--- src/rtl/prio_arb_pkg.sv ---
package prio_arb_pkg;

   // Width of a counter that must hold values 0..depth inclusive.
   function automatic int unsigned cnt_width(input int unsigned depth);
      return (depth < 1) ? 1 : $clog2(depth + 1);
   endfunction

   // Width of an index into n entries (never below one bit).
   function automatic int unsigned idx_width(input int unsigned n);
      return (n < 2) ? 1 : $clog2(n);
   endfunction

   // Selects how the fixed-priority picker is built.
   typedef enum int unsigned {
      PICK_LINEAR = 0,
      PICK_TWOS   = 1
   } pick_style_e;

endpackage

--- src/rtl/prio_arb_credit_ctr.sv ---
module prio_arb_credit_ctr
   import prio_arb_pkg::*;
#(
   parameter int unsigned DEPTH = 4,
   localparam int unsigned CW   = cnt_width(DEPTH)
) (
   input  logic          clk,
   input  logic          rst_n,
   input  logic          send_i,
   input  logic          ret_i,
   output logic [CW-1:0] cnt_o,
   output logic          avail_o
);

   localparam logic [CW-1:0] FULL = CW'(DEPTH);

   logic [CW-1:0] cnt_q;

   always_ff @(posedge clk) begin
      if (!rst_n) begin
         cnt_q <= FULL;
      end else begin
         unique case ({ret_i, send_i})
            2'b10: if (cnt_q != FULL) cnt_q <= cnt_q + 1'b1;
            2'b01: if (cnt_q != '0)   cnt_q <= cnt_q - 1'b1;
            default: cnt_q <= cnt_q;
         endcase
      end
   end

   assign cnt_o   = cnt_q;
   assign avail_o = (cnt_q != '0);

endmodule

--- src/rtl/prio_arb_picker.sv ---
module prio_arb_picker
   import prio_arb_pkg::*;
#(
   parameter int unsigned N     = 4,
   parameter int unsigned STYLE = PICK_LINEAR,
   localparam int unsigned IW   = idx_width(N)
) (
   input  logic [N-1:0]  elig_i,
   output logic [N-1:0]  gnt_o,
   output logic [IW-1:0] idx_o,
   output logic          any_o
);

   logic [N-1:0] gnt;

   generate
      if (STYLE == PICK_TWOS) begin : g_twos
         // Isolate the lowest set bit (index 0 is most urgent).
         assign gnt = elig_i & (~elig_i + 1'b1);
      end else begin : g_linear
         always_comb begin
            gnt = '0;
            for (int p = N - 1; p >= 0; p--) begin
               if (elig_i[p]) gnt = N'(1) << p;
            end
         end
      end
   endgenerate

   always_comb begin
      idx_o = '0;
      for (int p = 0; p < N; p++) begin
         if (gnt[p]) idx_o = idx_o | IW'(p);
      end
   end

   assign gnt_o = gnt;
   assign any_o = |elig_i;

endmodule

--- src/rtl/prio_arb_out_stage.sv ---
module prio_arb_out_stage
   import prio_arb_pkg::*;
#(
   parameter int unsigned N       = 4,
   parameter int unsigned FW      = 32,
   parameter bit          OUT_REG = 1'b1,
   localparam int unsigned IW     = idx_width(N)
) (
   input  logic          clk,
   input  logic          rst_n,
   input  logic          any_i,
   input  logic [IW-1:0] idx_i,
   input  logic [N*FW-1:0] flits_i,
   output logic          vld_o,
   output logic [FW-1:0] flit_o,
   output logic [IW-1:0] prio_o
);

   logic [FW-1:0] sel_flit;

   always_comb begin
      sel_flit = '0;
      for (int p = 0; p < N; p++) begin
         if (idx_i == IW'(p)) sel_flit = flits_i[p*FW +: FW];
      end
   end

   generate
      if (OUT_REG) begin : g_reg
         logic          vld_q;
         logic [FW-1:0] flit_q;
         logic [IW-1:0] prio_q;

         always_ff @(posedge clk) begin
            if (!rst_n) begin
               vld_q  <= 1'b0;
               flit_q <= '0;
               prio_q <= '0;
            end else begin
               vld_q <= any_i;
               if (any_i) begin
                  flit_q <= sel_flit;
                  prio_q <= idx_i;
               end
            end
         end

         assign vld_o  = vld_q;
         assign flit_o = flit_q;
         assign prio_o = prio_q;
      end else begin : g_comb
         logic unused_clk;
         assign unused_clk = clk ^ rst_n;
         assign vld_o  = any_i;
         assign flit_o = sel_flit;
         assign prio_o = idx_i;
      end
   endgenerate

endmodule

--- src/rtl/prio_out_arb.sv ---
module prio_out_arb
   import prio_arb_pkg::*;
#(
   parameter int unsigned NUM_PRIO   = 4,
   parameter int unsigned FLIT_W     = 32,
   parameter int unsigned CRED_DEPTH = 4,
   parameter int unsigned PICK_STYLE = PICK_LINEAR,
   parameter bit          OUT_REG    = 1'b1,
   localparam int unsigned PW        = idx_width(NUM_PRIO),
   localparam int unsigned CW        = cnt_width(CRED_DEPTH)
) (
   input  logic                       clk,
   input  logic                       rst_n,
   input  logic [NUM_PRIO-1:0]        req_i,
   input  logic [NUM_PRIO*FLIT_W-1:0] flit_i,
   input  logic [NUM_PRIO-1:0]        cred_ret_i,
   output logic [NUM_PRIO-1:0]        gnt_o,
   output logic                       out_vld_o,
   output logic [FLIT_W-1:0]          out_flit_o,
   output logic [PW-1:0]              out_prio_o
);

   // Elaboration-time parameter checks.
   generate
      if (NUM_PRIO < 2) begin : g_bad_prio
         $error("prio_out_arb: NUM_PRIO must be at least 2");
      end
      if (FLIT_W < 1) begin : g_bad_width
         $error("prio_out_arb: FLIT_W must be at least 1");
      end
      if (CRED_DEPTH < 1) begin : g_bad_depth
         $error("prio_out_arb: CRED_DEPTH must be at least 1");
      end
      if (PICK_STYLE > PICK_TWOS) begin : g_bad_style
         $error("prio_out_arb: unknown PICK_STYLE");
      end
   endgenerate

   logic [NUM_PRIO-1:0]    has_cred;
   logic [NUM_PRIO-1:0]    elig;
   logic [NUM_PRIO-1:0]    gnt;
   logic [PW-1:0]          win_idx;
   logic                   win_any;
   logic [NUM_PRIO*CW-1:0] cred_cnt;

   generate
      for (genvar p = 0; p < NUM_PRIO; p++) begin : g_cred
         prio_arb_credit_ctr #(
            .DEPTH (CRED_DEPTH)
         ) ctr_i (
            .clk     (clk),
            .rst_n   (rst_n),
            .send_i  (gnt[p]),
            .ret_i   (cred_ret_i[p]),
            .cnt_o   (cred_cnt[p*CW +: CW]),
            .avail_o (has_cred[p])
         );
      end
   endgenerate

   assign elig = req_i & has_cred;

   prio_arb_picker #(
      .N     (NUM_PRIO),
      .STYLE (PICK_STYLE)
   ) pick_i (
      .elig_i (elig),
      .gnt_o  (gnt),
      .idx_o  (win_idx),
      .any_o  (win_any)
   );

   prio_arb_out_stage #(
      .N       (NUM_PRIO),
      .FW      (FLIT_W),
      .OUT_REG (OUT_REG)
   ) out_i (
      .clk     (clk),
      .rst_n   (rst_n),
      .any_i   (win_any),
      .idx_i   (win_idx),
      .flits_i (flit_i),
      .vld_o   (out_vld_o),
      .flit_o  (out_flit_o),
      .prio_o  (out_prio_o)
   );

   assign gnt_o = gnt;

endmodule

--- config.mk ---
export PLATFORM = sky130hd
export DESIGN_NAME = prio_out_arb
export DESIGN_NICKNAME = d
export VERILOG_FILES = /design/src/rtl/prio_arb_pkg.sv /design/src/rtl/prio_arb_credit_ctr.sv /design/src/rtl/prio_arb_picker.sv /design/src/rtl/prio_arb_out_stage.sv /design/src/rtl/prio_out_arb.sv
export SDC_FILE = /design/constraint.sdc
export NUM_CORES = 1
export LEC_CHECK = 0
export ABC_AREA = 0
export ABC_CLOCK_PERIOD_IN_PS = 2600
export BUFFER_PORTS_ARGS = -buffer_cell sky130_fd_sc_hd__buf_4
export CORE_MARGIN = 5
export CORE_UTILIZATION = 40
export CTS_CLUSTER_DIAMETER = 30
export CTS_CLUSTER_SIZE = 30
export DETAILED_ROUTE_END_ITERATION = 7
export PLACE_DENSITY = 0.83
export SETUP_SLACK_MARGIN = 0.4
export SLEW_MARGIN = 20
export SYNTH_ARGS = -nofsm -noshare
export SYNTH_HDL_FRONTEND = slang
export SYNTH_SLANG_ARGS = --single-unit
--- constraint.sdc ---
create_clock -name clk -period 2.6 [get_ports clk]
set_input_delay 0.13 -clock clk [delete_from_list [all_inputs] [get_ports clk]]
set_output_delay 0.13 -clock clk [all_outputs]
set_load 0.01 [all_outputs]
==> metrics <==
Overflow after GRT=0; asr flop ratio synth=0%; CP Class=flop to flop; CTS tree=done; net count after synthesis=between 500 and 600; combinational power share=45.0%; CP arrival=around 2.6 ns; diodes inserted=0; Psw=between 0.0009 and 0.001 W; area of the die=between 10000 and 15000 sq um; Root Buffer=clkbuf_8; Vias per Instance=between 5 and 6; routability congestion estimate=0.7785; Synth top area share=26.80%; I/O pin count=about 180; Area Growth Syn to Fin=48.18%; CP max-delay cell=or3_4; # clock sinks=47; PD cells=about 470 nW/um^2; share of cells above drive strength 1=between 40% and 50%; endpoints failing hold=0; initial core utilization=between 40% and 50%; die height=103.7 um; Worst Path Max Fanout=2; initial antenna violation count=0; DP Area=roughly 5000 sq um; I/O Buffers=176; remaining antenna violation count=0; Tightest Pin Transition=approximately 0.66 ns; worst-path cell chain=o31a_4 > or3_4 > inv_4 > ha_4 > inv_2 > fa_2 > xor2_1 > a211oi_2 > xnor2_1 > nand2_1; Clock Latency Late Sink=approximately 0.30 ns; Min-Delay Path Class=input port to flop; hpwl dp=between 9 and 10 mm; Distinct cells, synth=32; uppermost routed layer=met4; Mapped Avg Cell Area=approximately 8.3 sq um; share of power burned in registers=a little under two fifths; Max IR drop VDD=0.2102 mV; Vias=about 4000; Total Routing Usage GR=roughly 22%; CTS Buf Count=5; met3 WL=989 um; Cell Rows=34; vias in the first global route=between 4000 and 5000; drt total wl=12.94 mm; P_int=around 0.0016 W; top cells by area, synth=dfxtp_1, o311a_1, o32a_1; clk buf depth=2; Final TNS setup=0 ns; Worst Skew=~0.012 ns; status=complete, no violations; wire per inst=between 15 and 20 um; CP max stage delay=a little over 0.4 ns; area leader, netlist=dfxtp_1; Die W=103.7 um; Design Area, Final=about 5200 sq um; commonest cells after routing, fill and taps aside=buf_4, inv_1, dfxtp_1; unrepaired setup endpoints after global routing=yes; DRC viols=0; Gate Count Post-Synth=424; Max Cap Viol=0; commonest non-fill, non-tap cell in the layout=buf_4; Seq/Total Area, Yosys=between 20 and 30%; DR pass1 iterations=5; global-route wire length before repair=about 20 mm; Worst-path clk slew=about 0.090 ns; Worst setup SP type=flop; Achievable Freq=~0.42 GHz; initial DRC count=between 150 and 200; Metal-1 WL=around 4.9 mm; setup violators final=0; Worst Hold Margin=slightly above 0.09 ns; Synth Register Bits=47; endpoint class of the critical path=flop; post-synthesis cell area=around 3500 sq um; Post-synth EDFFs=0; fin crit share=about nine tenths; metal2 WL=around 6.6 mm; Pleak=2.336 nW; WP data required=roughly 2.8 ns; Tmin final=between 2 and 2.5 ns; Clock power frac=approximately 18%; Max-slew headroom=a little under three fifths; yosys warns=0; max-slew violations=0; htree depth=2; Sw Share=between 30% and 40%; Fillers=roughly 760; Final Net Count=roughly 740; largest net degree at the start of global routing=66; Core Area=around 8600 sq um; prevailing post-synth register cell=dfxtp_1
[Yosys cell counts, types with 8 or more instances]
cell	count
o2bb2ai_1	32
o32a_1	32
nand2_1	11
a211oi_1	40
o311a_1	33
inv_1	52
buf_4	8
a21oi_1	41
dfxtp_1	47
nor2_1	37
ha_1	8
clkbuf_1	24
buf_2	19
[per-stage QoR]
| step | util, % | instances | worst slack (ns) | power (W) |
|---|---|---|---|---|
| after global routing | 60.24 | 694 | 0.1493 | 0.002618 |
| after detailed placement | 56.56 | 671 | 0.1203 | 0.001946 |
| after floorplan | - | 424 | 0.1371 | 0.001519 |
| final | 60.24 | 694 | 0.2359 | 0.002462 |
| after CTS | 59.23 | 691 | 0.2228 | 0.002433 |
| after global placement | 56.56 | 671 | 0.2058 | 0.001902 |
[power by group through the flow]
stage	registers, W	clock network (W)	logic (W)
floorplan	0.000952	0	0.000568
global route	0.000930	0.000483	0.00120
finish	0.000918	0.000436	0.00111
CTS	0.000916	0.000450	0.00107
global placement	0.000927	0	0.000974
detailed placement	0.000934	0	0.00101
[cells by family after synthesis]
| kind of cell | after synthesis | synth area share (%) |
|---|---|---|
| xor gates and xnor gates | 8 | 1.996 |
| and+or+nand+nor | 58 | 6.949 |
| adders and majority gates | 12 | 5.132 |
| AOI/OAI and AO/OA | 191 | 45.19 |
| DFF | 47 | 26.80 |
| muxes | 4 | 1.283 |
| buffers and inverters | 104 | 12.65 |
[per-layer routing]
layer / track usage, % / vias up
li1: - / 1929
met3: 5.597 / 31
met2: 39.48 / 187
met1: 25.97 / 1901
met4: 7.308 / 0
met5: 0 / -
[flip-flops by register name, indices dropped and copies added (netlist names)]
register and cells:
g_cred.ctr_i.cnt_o 12, out_i.flit_o 32, out_i.prio_o 2, out_i.vld_o 1
[worst max-delay path, delay by kind of cell, from the launching register on]
family	cells	cell delay, ns
AO/OA/AOI/OAI	2	0.53
XOR/XNOR	2	0.34
adder cells (fa/ha/maj)	2	0.44
buffers and inverters	2	0.12
flip-flops	1	0.35
AND/OR/NAND/NOR	2	0.48
[worst paths after layout]
check	slack (ns)	cells after the start	startpoint	to
hold / removal	0.09	3	flit_i[102]	out_i.flit_o[6]
setup / recovery	0.24	10	g_cred[1].ctr_i.cnt_o[1]	g_cred[2].ctr_i.cnt_o[2]
setup reg to reg	0.24	10	g_cred[1].ctr_i.cnt_o[1]	g_cred[2].ctr_i.cnt_o[2]
hold reg to reg	0.47	1	out_i.flit_o[24]	out_i.flit_o[24]
[final cells by class]
| type | instances | area [sq um] | share of cell area (%) |
|---|---|---|---|
| multi-input combinational | 274 | 2266 | 43.55 |
| clock inverter | 3 | 15.01 | 0.2886 |
| inverter | 52 | 197.7 | 3.800 |
| sequential | 47 | 960.9 | 18.47 |
| timing repair buffer | 205 | 1559 | 29.97 |
| tap | 108 | 135.1 | 2.597 |
| clock buffer | 5 | 68.82 | 1.323 |
[timing repair]
item / CTS / global route
resized for setup: 18 / 12
cloned: 0 / 1
endpoints found under the setup margin: 16 / 40
hold buffers: 0 / 0
buffers inserted: 12 / 2
pin swaps: 12 / 5
No activity file was read; power rests on OpenSTA's default activity.
